## src/rtl/spi_seq_pkg.sv

```systemverilog
package spi_seq_pkg;
  localparam int MAX_BITS = 16;
  localparam int NSEL     = 4;
  localparam int LEN_W    = $clog2(MAX_BITS);

  typedef struct packed {
    logic [NSEL-1:0]     rel;
    logic                eot;
    logic                eof;
    logic                rx_ign;
    logic [LEN_W-1:0]    flen;
    logic [MAX_BITS-1:0] data;
  } spi_word_t;

  typedef enum logic [2:0] {
    ST_IDLE, ST_PRE, ST_SHIFT, ST_POST, ST_XGAP, ST_FGAP, ST_WAIT
  } eng_state_e;
endpackage

```

## src/rtl/spi_rate_tick.sv

```systemverilog
module spi_rate_tick #(
  parameter int DIV_W = 16
) (
  input  logic             clk,
  input  logic             rst,
  input  logic             run,
  input  logic [DIV_W-1:0] div,
  output logic             tick
);
  logic [DIV_W-1:0] cnt;

  assign tick = run && (cnt == div);

  always_ff @(posedge clk) begin
    if (rst || !run) cnt <= '0;
    else if (tick)   cnt <= '0;
    else             cnt <= cnt + 1'b1;
  end

  a_r4_cnt_in_range: assert property (@(posedge clk) disable iff (rst)
    cnt <= div);
endmodule

```

## src/rtl/spi_word_slot.sv

```systemverilog
module spi_word_slot
  import spi_seq_pkg::*;
(
  input  logic      clk,
  input  logic      rst,
  input  logic      wr_valid,
  input  spi_word_t wr_word,
  input  logic      take,
  output logic      full,
  output spi_word_t word
);
  always_ff @(posedge clk) begin
    if (rst) begin
      full <= 1'b0;
      word <= '0;
    end else if (take) begin
      full <= 1'b0;
    end else if (wr_valid && !full) begin
      full <= 1'b1;
      word <= wr_word;
    end
  end

  a_r12_full_keeps_word: assert property (@(posedge clk) disable iff (rst)
    (full && !take) |=> (full && $stable(word)));
endmodule

```

## src/rtl/spi_shift_engine.sv

```systemverilog
module spi_shift_engine
  import spi_seq_pkg::*;
#(
  parameter int DLY_W = 4
) (
  input  logic             clk,
  input  logic             rst,
  input  logic             tick,
  input  logic             cpha,
  input  logic             lsb_first,
  input  logic [DLY_W-1:0] d_pre,
  input  logic [DLY_W-1:0] d_post,
  input  logic [DLY_W-1:0] d_frame,
  input  logic [DLY_W-1:0] d_xfer,
  input  logic             hold_valid,
  input  spi_word_t        hold_word,
  input  logic             miso,
  output logic             take,
  output logic             run,
  output logic             at_idle,
  output logic             sck_act,
  output logic             mosi,
  output logic [NSEL-1:0]  sel_act,
  output logic             rx_valid,
  output logic [MAX_BITS-1:0] rx_data
);
  localparam int DC_W = DLY_W + 1;

  eng_state_e          state;
  spi_word_t           cur;
  logic [LEN_W-1:0]    bcnt;
  logic                half;
  logic [DC_W-1:0]     dcnt;
  logic [MAX_BITS-1:0] rx_sh, rx_cap;
  logic [LEN_W-1:0]    idx, idx_nx;

  function automatic logic [DC_W-1:0] twice(input logic [DLY_W-1:0] d);
    return {d, 1'b0};
  endfunction

  assign take    = (state == ST_IDLE || state == ST_WAIT) && hold_valid;
  assign run     = !(state == ST_IDLE || state == ST_WAIT);
  assign at_idle = (state == ST_IDLE);
  assign idx     = lsb_first ? bcnt : cur.flen - bcnt;
  assign idx_nx  = lsb_first ? bcnt + 1'b1 : cur.flen - bcnt - 1'b1;

  always_comb begin
    rx_cap      = rx_sh;
    rx_cap[idx] = miso;
  end

  always_ff @(posedge clk) begin
    if (rst) begin
      state    <= ST_IDLE;
      cur      <= '0;
      bcnt     <= '0;
      half     <= 1'b0;
      dcnt     <= '0;
      rx_sh    <= '0;
      sck_act  <= 1'b0;
      mosi     <= 1'b0;
      sel_act  <= '0;
      rx_valid <= 1'b0;
      rx_data  <= '0;
    end else begin
      rx_valid <= 1'b0;
      case (state)
        ST_IDLE, ST_WAIT: begin
          if (hold_valid) begin
            cur     <= hold_word;
            bcnt    <= '0;
            half    <= 1'b0;
            dcnt    <= '0;
            rx_sh   <= '0;
            sel_act <= ~hold_word.rel;
            if (!cpha)
              mosi <= hold_word.data[lsb_first ? '0 : hold_word.flen];
            if (state == ST_IDLE && d_pre != '0) state <= ST_PRE;
            else                                 state <= ST_SHIFT;
          end
        end
        ST_PRE: if (tick) begin
          if (dcnt + 1'b1 == twice(d_pre)) begin
            dcnt  <= '0;
            state <= ST_SHIFT;
          end else dcnt <= dcnt + 1'b1;
        end
        ST_SHIFT: if (tick) begin
          if (!half) begin
            sck_act <= 1'b1;
            half    <= 1'b1;
            if (!cpha) rx_sh[idx] <= miso;
            else       mosi <= cur.data[idx];
          end else begin
            sck_act <= 1'b0;
            half    <= 1'b0;
            if (cpha) rx_sh[idx] <= miso;
            if (bcnt == cur.flen) begin
              rx_valid <= !cur.rx_ign;
              rx_data  <= cpha ? rx_cap : rx_sh;
              dcnt     <= '0;
              if (cur.eot) begin
                if (d_post != '0)      state <= ST_POST;
                else begin
                  sel_act <= '0;
                  state   <= (d_xfer != '0) ? ST_XGAP : ST_IDLE;
                end
              end else if (cur.eof && d_frame != '0) state <= ST_FGAP;
              else                                    state <= ST_WAIT;
            end else begin
              bcnt <= bcnt + 1'b1;
              if (!cpha) mosi <= cur.data[idx_nx];
            end
          end
        end
        ST_POST: if (tick) begin
          if (dcnt + 1'b1 == twice(d_post)) begin
            dcnt    <= '0;
            sel_act <= '0;
            state   <= (d_xfer != '0) ? ST_XGAP : ST_IDLE;
          end else dcnt <= dcnt + 1'b1;
        end
        ST_XGAP: if (tick) begin
          if (dcnt + 1'b1 == twice(d_xfer)) begin
            dcnt  <= '0;
            state <= ST_IDLE;
          end else dcnt <= dcnt + 1'b1;
        end
        ST_FGAP: if (tick) begin
          if (dcnt + 1'b1 == twice(d_frame)) begin
            dcnt  <= '0;
            state <= ST_WAIT;
          end else dcnt <= dcnt + 1'b1;
        end
        default: state <= ST_IDLE;
      endcase
    end
  end

  a_r1_bit_bound: assert property (@(posedge clk) disable iff (rst)
    (state == ST_SHIFT) |-> (bcnt <= cur.flen));
  a_r3_sck_rests: assert property (@(posedge clk) disable iff (rst)
    (state != ST_SHIFT) |-> !sck_act);
  a_r9_sel_fixed_in_frame: assert property (@(posedge clk) disable iff (rst)
    (state == ST_SHIFT && $past(state == ST_SHIFT)) |-> $stable(sel_act));
  a_r10_rx_single_pulse: assert property (@(posedge clk) disable iff (rst)
    rx_valid |=> !rx_valid);
  a_r11_ignored_no_pulse: assert property (@(posedge clk) disable iff (rst)
    rx_valid |-> !cur.rx_ign);
  a_r13_idle_released: assert property (@(posedge clk) disable iff (rst)
    (state == ST_IDLE) |-> (sel_act == '0));
endmodule

```

## src/rtl/spi_seq_master.sv

```systemverilog
module spi_seq_master
  import spi_seq_pkg::*;
#(
  parameter int DIV_W = 16,
  parameter int DLY_W = 4
) (
  input  logic                clk,
  input  logic                rst,
  input  logic                cfg_cpol,
  input  logic                cfg_cpha,
  input  logic                cfg_lsb_first,
  input  logic [NSEL-1:0]     cfg_sel_pol,
  input  logic [DIV_W-1:0]    cfg_div,
  input  logic [DLY_W-1:0]    cfg_pre,
  input  logic [DLY_W-1:0]    cfg_post,
  input  logic [DLY_W-1:0]    cfg_frame,
  input  logic [DLY_W-1:0]    cfg_xfer,
  input  logic                wr_valid,
  input  logic [MAX_BITS-1:0] wr_data,
  input  logic [LEN_W-1:0]    wr_flen,
  input  logic [NSEL-1:0]     wr_rel,
  input  logic                wr_eof,
  input  logic                wr_eot,
  input  logic                wr_rx_ign,
  output logic                tx_ready,
  output logic                sck,
  output logic                mosi,
  input  logic                miso,
  output logic [NSEL-1:0]     sel,
  output logic                rx_valid,
  output logic [MAX_BITS-1:0] rx_data,
  output logic                master_idle
);
  spi_word_t       in_word, slot_word;
  logic            slot_full, take, run, tick, at_idle, sck_act;
  logic [NSEL-1:0] sel_act;

  assign in_word = '{rel: wr_rel, eot: wr_eot, eof: wr_eof, rx_ign: wr_rx_ign,
                     flen: wr_flen, data: wr_data};

  spi_word_slot u_slot (
    .clk(clk), .rst(rst), .wr_valid(wr_valid), .wr_word(in_word),
    .take(take), .full(slot_full), .word(slot_word)
  );

  spi_rate_tick #(.DIV_W(DIV_W)) u_tick (
    .clk(clk), .rst(rst), .run(run), .div(cfg_div), .tick(tick)
  );

  spi_shift_engine #(.DLY_W(DLY_W)) u_eng (
    .clk(clk), .rst(rst), .tick(tick), .cpha(cfg_cpha), .lsb_first(cfg_lsb_first),
    .d_pre(cfg_pre), .d_post(cfg_post), .d_frame(cfg_frame), .d_xfer(cfg_xfer),
    .hold_valid(slot_full), .hold_word(slot_word), .miso(miso),
    .take(take), .run(run), .at_idle(at_idle), .sck_act(sck_act), .mosi(mosi),
    .sel_act(sel_act), .rx_valid(rx_valid), .rx_data(rx_data)
  );

  assign tx_ready    = !slot_full;
  assign sck         = sck_act ^ cfg_cpol;
  assign master_idle = at_idle && !slot_full;

  for (genvar i = 0; i < NSEL; i++) begin : g_sel
    assign sel[i] = sel_act[i] ? cfg_sel_pol[i] : ~cfg_sel_pol[i];
  end

  a_r12_no_take_when_empty: assert property (@(posedge clk) disable iff (rst)
    take |-> !tx_ready);
endmodule

```

## config.mk

```make
export PLATFORM = sky130hd
export DESIGN_NAME = spi_seq_master
export DESIGN_NICKNAME = d
export VERILOG_FILES = /design/src/rtl/spi_seq_pkg.sv /design/src/rtl/spi_rate_tick.sv /design/src/rtl/spi_word_slot.sv /design/src/rtl/spi_shift_engine.sv /design/src/rtl/spi_seq_master.sv
export SDC_FILE = /design/constraint.sdc
export NUM_CORES = 1
export LEC_CHECK = 0
export ABC_AREA = 1
export BUFFER_PORTS_ARGS = -buffer_cell sky130_fd_sc_hd__clkbuf_2
export CAP_MARGIN = 5
export CORE_MARGIN = 2
export CORE_UTILIZATION = 58
export CTS_CLUSTER_DIAMETER = 150
export DETAILED_ROUTE_END_ITERATION = 10
export GPL_TIMING_DRIVEN = 0
export PLACE_DENSITY = 0.85
export SLEW_MARGIN = 20
export SYNTH_ARGS = -nofsm -noshare
export SYNTH_HDL_FRONTEND = slang
export SYNTH_HIERARCHICAL = 1
export SYNTH_SLANG_ARGS = --single-unit
```

## constraint.sdc

```tcl
create_clock -name clk -period 6.8 [get_ports clk]
set_input_delay 0.68 -clock clk [delete_from_list [all_inputs] [get_ports clk]]
set_output_delay 0.68 -clock clk [all_outputs]
set_load 0.02 [all_outputs]
```

-- Word-level counts from Yosys, hierarchy flattened
Index checks and enable logic that the tools add are counted.
W data, S select, Z words.
- output and inout bits: 25
- bits of input ports: 70
- word-level logic and storage cells: 189
- bits in registers: 119
- order comparisons: 4
- add/subtract/negate cells: 5
- eq/ne operators: 32
- bitwise operators: 11
- mux-type cells: 79
- reductions and logical operators: 35
- operators with widths (cell ; count):
    $mux W16 ; 5
    $mux W4 ; 15
    $mux W5 ; 12
    $mux W3 ; 15
    $pmux W16 S2 ; 1
    $pmux W5 S6 ; 1
    $eq A5 B5 Y1 ; 4
    $mux W1 ; 18
    $ne A2 B2 Y1 const B ; 9
    $pmux W3 S6 ; 1
    $reduce_and A9 Y1 ; 2
    $add A16 B1 Y16 const B ; 1
    $bwmux W16 ; 1
    $eq A16 B16 Y1 ; 1
    $reduce_bool A4 Y1 ; 4
    $lt A4 B5 Y1 const B ; 3
    $ne A2 B1 Y1 const B ; 7
    $bmux W1 S4 ; 3
    $pmux W4 S3 ; 1
    $reduce_and A12 Y1 ; 1
    $eq A3 B3 Y1 const B ; 3
    $not A1 Y1 ; 9
    $pmux W4 S2 ; 1
    $reduce_and A4 Y1 ; 2
    other kinds (28) ; 46

-- Depth between registers and ports, before layout
- depth after elaboration: 11
- depth in mapped cells: 19
- depth with buffers taken out: 19

-- Modules after synthesis
The synthesis kept the hierarchy.
- by module, submodules not included (module ; times used ; area each (µm²) ; cells an instance ; seq. area each (µm²)):
    spi_shift_engine ; 1 ; 5136.2 ; 871 ; 1501.4
    spi_rate_tick ; 1 ; 1167.4 ; 188 ; 320.3
    spi_word_slot ; 1 ; 1163.6 ; 176 ; 560.5
    spi_seq_master ; 1 ; 105.1 ; 28 ; 0.0

-- Worst setup path before layout
Ideal clock, no wire load.
- path type: register to register
- start: reg u_eng.bcnt[0]
- end: reg u_eng.mosi
- setup time: 0.109 ns
- stages on the path, launching flop included: 18
- buffers on the path: 0
- required time: 6.691 ns
- arrival time: 2.377 ns
- period minus slack after synthesis: 2.486 ns
- setup slack: 4.314 ns
- path through: dfxtp_1 > ha_1 > inv_1 > fa_1 > inv_1 > ha_1 > o21ai_0 > inv_1 > nand2_1 > o21ai_0 > nand2_1 > nand2_1 > inv_1 > nand2_1 > nand3_1 > nand3_1 > nand2_1 > inv_1
- longest elaborated chain between the ends: 10
- elaborated cells on any way between the ends: 18
- those cells by class: add/sub: 3; eq/ne: 2; mux: 12; reduce/logical: 1
- ends and longest elaborated chain (element ; RTL line ; source):
    start: declaration ; spi_shift_engine.sv:31 ; logic [LEN_W-1:0] bcnt;
    start signal: assignment ; spi_shift_engine.sv:111 ; bcnt <= bcnt + 1'b1;
    $sub A4 B4 Y4 ; spi_shift_engine.sv:44, spi_shift_engine.sv:45 ;
    $sub A4 B1 Y4 ; spi_shift_engine.sv:45 ; assign idx_nx = lsb_first ? bcnt + 1'b1 : cur.flen - bcnt - 1'b1;
    $mux W4 ; spi_shift_engine.sv:45 ;
    $bmux W1 S4 ; spi_shift_engine.sv:112 ; if (!cpha) mosi <= cur.data[idx_nx];
    $mux W1 (implied by the code) ; spi_shift_engine.sv:112 ;
    $mux W1 ; spi_shift_engine.sv:112 ;
    $mux W1 ; spi_shift_engine.sv:98 ; if (bcnt == cur.flen) begin
    $mux W1 ; spi_shift_engine.sv:89 ; if (!half) begin
    $mux W1 ; spi_shift_engine.sv:88 ; ST_SHIFT: if (tick) begin
    $pmux W1 S2 ; spi_shift_engine.sv:67 ; case (state)
    end signal: assignment ; spi_shift_engine.sv:77 ; mosi <= hold_word.data[lsb_first ? '0 : hold_word.flen];
    end signal: assignment ; spi_shift_engine.sv:93 ; else mosi <= cur.data[idx];
    end signal: assignment ; spi_shift_engine.sv:112 ;
    end: declaration ; spi_shift_engine.sv:22 ; output logic mosi,
Several ways; a longest one is shown, not always the timed one. The select of a mux whose other input is x is not followed.
A chain may end at the register's enable or synchronous reset.

-- Final worst setup path
Ends and elaborated chain as after synthesis.

==> results.ini <==
[synthesis]
synth_simple_gate_area_frac=0.4291
syn_avg_cell_area_sq_um=5.995
synth_area_leaders=dfxtp_1 31%, nand2_1 19%, nor2_1 9.3%, nand3_1 7.9%, inv_1 7.2%
syn_inst=1263
synth_warnings=6
synth_top_family_by_area=simple AND/OR/NAND/NOR gates
synth_top_area_share=0.3146
synth-compound-area-share=0.1120
synth_nets=1341
synth_top_area_cell=dfxtp_1
syn_area_sq_mm=0.007572
synth_cell_types=41
synth.ff_latch_count=119
yosysSeqAreaShare=0.3146
synth_xor_area_frac=0.02082
muxShareOfSynthArea=0
yosys.area_share.adder=0.01421

[floorplan]
start_util=0.5976
num_io_pins=95
fp.dieH_um=118.3
placementRows=41
core_area_sq_mm=0.01267
chipWidth_um=118.3
dieArea_sq_mm=0.01399

[clock_network]
clk_pin_slew_worst_paths_ps=50
cts_tree=done
cts_sinks=119
htreeDepth=4
numCtsBuffers=17
cts_hold_buf=0
post-cts-setup-buffers=0
clk_latency_ps=420
clockBufferDepth=2
cts_root_buffer=clkbuf_16
cts.repair.resized=0

[route]
drc=0
avgViaCountPerCell=5.216
drtIter0Drc=654
ant_nets=0
drt_pass1_iterations=6
route.vias.total=8137
drt_wl_total_um=19800
wl_per_cell_um=12.69

[setup_path]
required_ps=7120
timing_worst_setup_path_type=reg -> reg
end_kind=register
crit_fanout=6
critPathLaunchType=register
arrival_ps=3290

[worst_hold_path]
hold_class=reg -> reg

[global_route]
grt_pass1_vias=7261
grt_pass1_wl_um=33370
grt_max_degree=17
grt_overflow=0
antenna_found_initial=0
grt_usage=0.2870

[sta]
finalCritPeriodShare=0.4372
hold_viol_final=0
whs_ps=465.4
rsz0062_at_grt=false
setup_tns_ps=0
period_needed_ps=2973
fmax_mhz=336.4
tightest_slew_ps=769.5
finalSetupViolCount=0
maxSlewHeadroom=0.4870
maxSlewViolCount=0
finClkSkew_ps=6.862

[placed_design]
post-dp-hpwl_um=14360
place_congestion=0.9314
placed_cells_incl_taps=1528
placed_area_sq_mm=0.008253
io_buffers=93

[power]
p_total_uw=2765
leakage_uw=0.004372
ir_drop_mv=0.2214
powerDensity_mw_per_mm2=312.8

[status]
status=finished clean

[cells_and_area]
drive_gt1_frac=0.1499
area_delta_synth_final_pct=16.74
layout.nets=1453
design_area_sq_mm=0.008840
diodes=0
stdcell_count=1560

[flow_run]
cap_violations=0

==> cells in the mapped netlist <==
cell type / n
dfxtp_1: 119
clkinv_1: 1
a21oi_2: 10
a221oi_1: 1
nand3_2: 1
inv_1: 146
o2111ai_1: 1
nor3_2: 2
o21ai_1: 1
a21oi_1: 73
nand2_1: 378
xnor2_1: 7
inv_4: 1
xor2_1: 11
nand4_1: 21
buf_2: 13
fa_1: 1
clkbuf_1: 24
or2_2: 1
a21boi_0: 1
a31oi_1: 1
nand3_1: 120
nand3b_1: 4
nand2_4: 2
buf_1: 1
nand2_2: 5
inv_2: 8
nand2_8: 1
nor2_2: 26
ha_1: 7
nand3_4: 1
buf_4: 2
o21ai_2: 2
nor2_4: 2
nor2_1: 188
o21ai_0: 62
buf_6: 4
buf_12: 1
o21ai_4: 1
o211ai_1: 2
nor3_1: 10
==> metal layers <==
layer / track usage / part of all wire / vias up
li1: - / - / 4203
met3: 0.05985 / 0.067 / 22
met4: 0.09337 / 0.011 / 0
met5: 0 / 0 / -
met2: 0.4653 / 0.46 / 266
met1: 0.3807 / 0.46 / 3646
==> layout make-up <==
| class | instances | area [sq um] |
|---|---|---|
| clock buffer | 18 | 439.2 |
| fill | 1161 | 3831 |
| timing repair buffer | 93 | 465.4 |
| sequential | 119 | 2382 |
| inverter | 156 | 588.1 |
| clock inverter | 14 | 147.6 |
| tap | 172 | 215.2 |
| buffer | 45 | 239.0 |
| multi-input combinational | 943 | 4363 |
==> metrics by stage <==
step           worst slack [ps]  utilization
6_report                   3827       0.6976
5_1_grt                    3539       0.6976
4_1_cts                    3825       0.6976
3_5_place_dp               3833       0.6513
3_3_place_gp               3863       0.6513
2_1_floorplan              4314            -
==> kinds of logic (layout without fill, tap and decap cells) <==
group / after synthesis / in the layout
flip-flops: 119 / 119
AO/OA/AOI/OAI: 155 / 155
adder cells (fa/ha/maj): 8 / 8
buffers and inverters: 201 / 326
XOR/XNOR: 18 / 18
AND/OR/NAND/NOR: 762 / 762
==> worst max-delay path, cell delays in order (launching register included) <==
cell and delay (ps):
dfxtp_1 440, ha_1 190, inv_1 60, fa_1 510
inv_1 90, ha_1 270, o21ai_0 490, inv_1 210
nand2_1 110, o21ai_0 90, nand2_1 70, nand2_1 50
inv_1 50, nand2_1 40, nand3_1 60, nand3_1 70
nand2_1 60, inv_1 30
==> registers in the layout, summed over array words and instances, names as in the netlist <==
register / flops
u_slot/word: 27
u_eng/cur: 23
u_eng/rx_data: 16
u_eng/rx_sh: 16
u_tick/cnt: 16
u_eng/dcnt: 5
u_eng/bcnt: 4
u_eng/sel_act: 4
u_eng/state: 3
u_eng/half: 1
u_eng/mosi: 1
u_eng/rx_valid: 1
u_eng/sck_act: 1
u_slot/full: 1
==> placed cells by master (no fill, tap or decap), drive strengths merged, types with 2 or more instances in the layout <==
master | synthesis | final
xnor2 | 7 | 7
buf | 21 | 21
nand2 | 386 | 386
nor3 | 12 | 12
xor2 | 11 | 11
nor2 | 216 | 216
ha | 7 | 7
clkinv | 1 | 8
nand3b | 4 | 4
bufinv | 0 | 2
a21oi | 83 | 83
clkbuf | 24 | 135
clkinvlp | 0 | 2
nand4 | 21 | 21
dfxtp | 119 | 119
nand3 | 122 | 122
o21ai | 66 | 66
inv | 155 | 158
o211ai | 2 | 2
==> worst paths after layout <==
| path | start | endpoint | slack [ps] | cells after the start |
|---|---|---|---|---|
| max reg2reg | u_eng/bcnt[0]$_SDFFE_PP0P_ | u_eng/mosi$_SDFFE_PP0P_ | 3830 | 17 |
| min | u_eng/rx_data[1]$_SDFFE_PP0P_ | u_eng/rx_data[1]$_SDFFE_PP0P_ | 470 | 2 |
| max | u_eng/bcnt[0]$_SDFFE_PP0P_ | u_eng/mosi$_SDFFE_PP0P_ | 3830 | 17 |
| min reg2reg | u_eng/rx_data[1]$_SDFFE_PP0P_ | u_eng/rx_data[1]$_SDFFE_PP0P_ | 470 | 2 |
==> power by group <==
| group | switching (uW) | internal [uW] | total (uW) |
|---|---|---|---|
| logic | 674 | 323 | 997 |
| clock network | 335 | 550 | 885 |
| registers | 81.4 | 801 | 883 |
(Power assumes the default switching activity.)
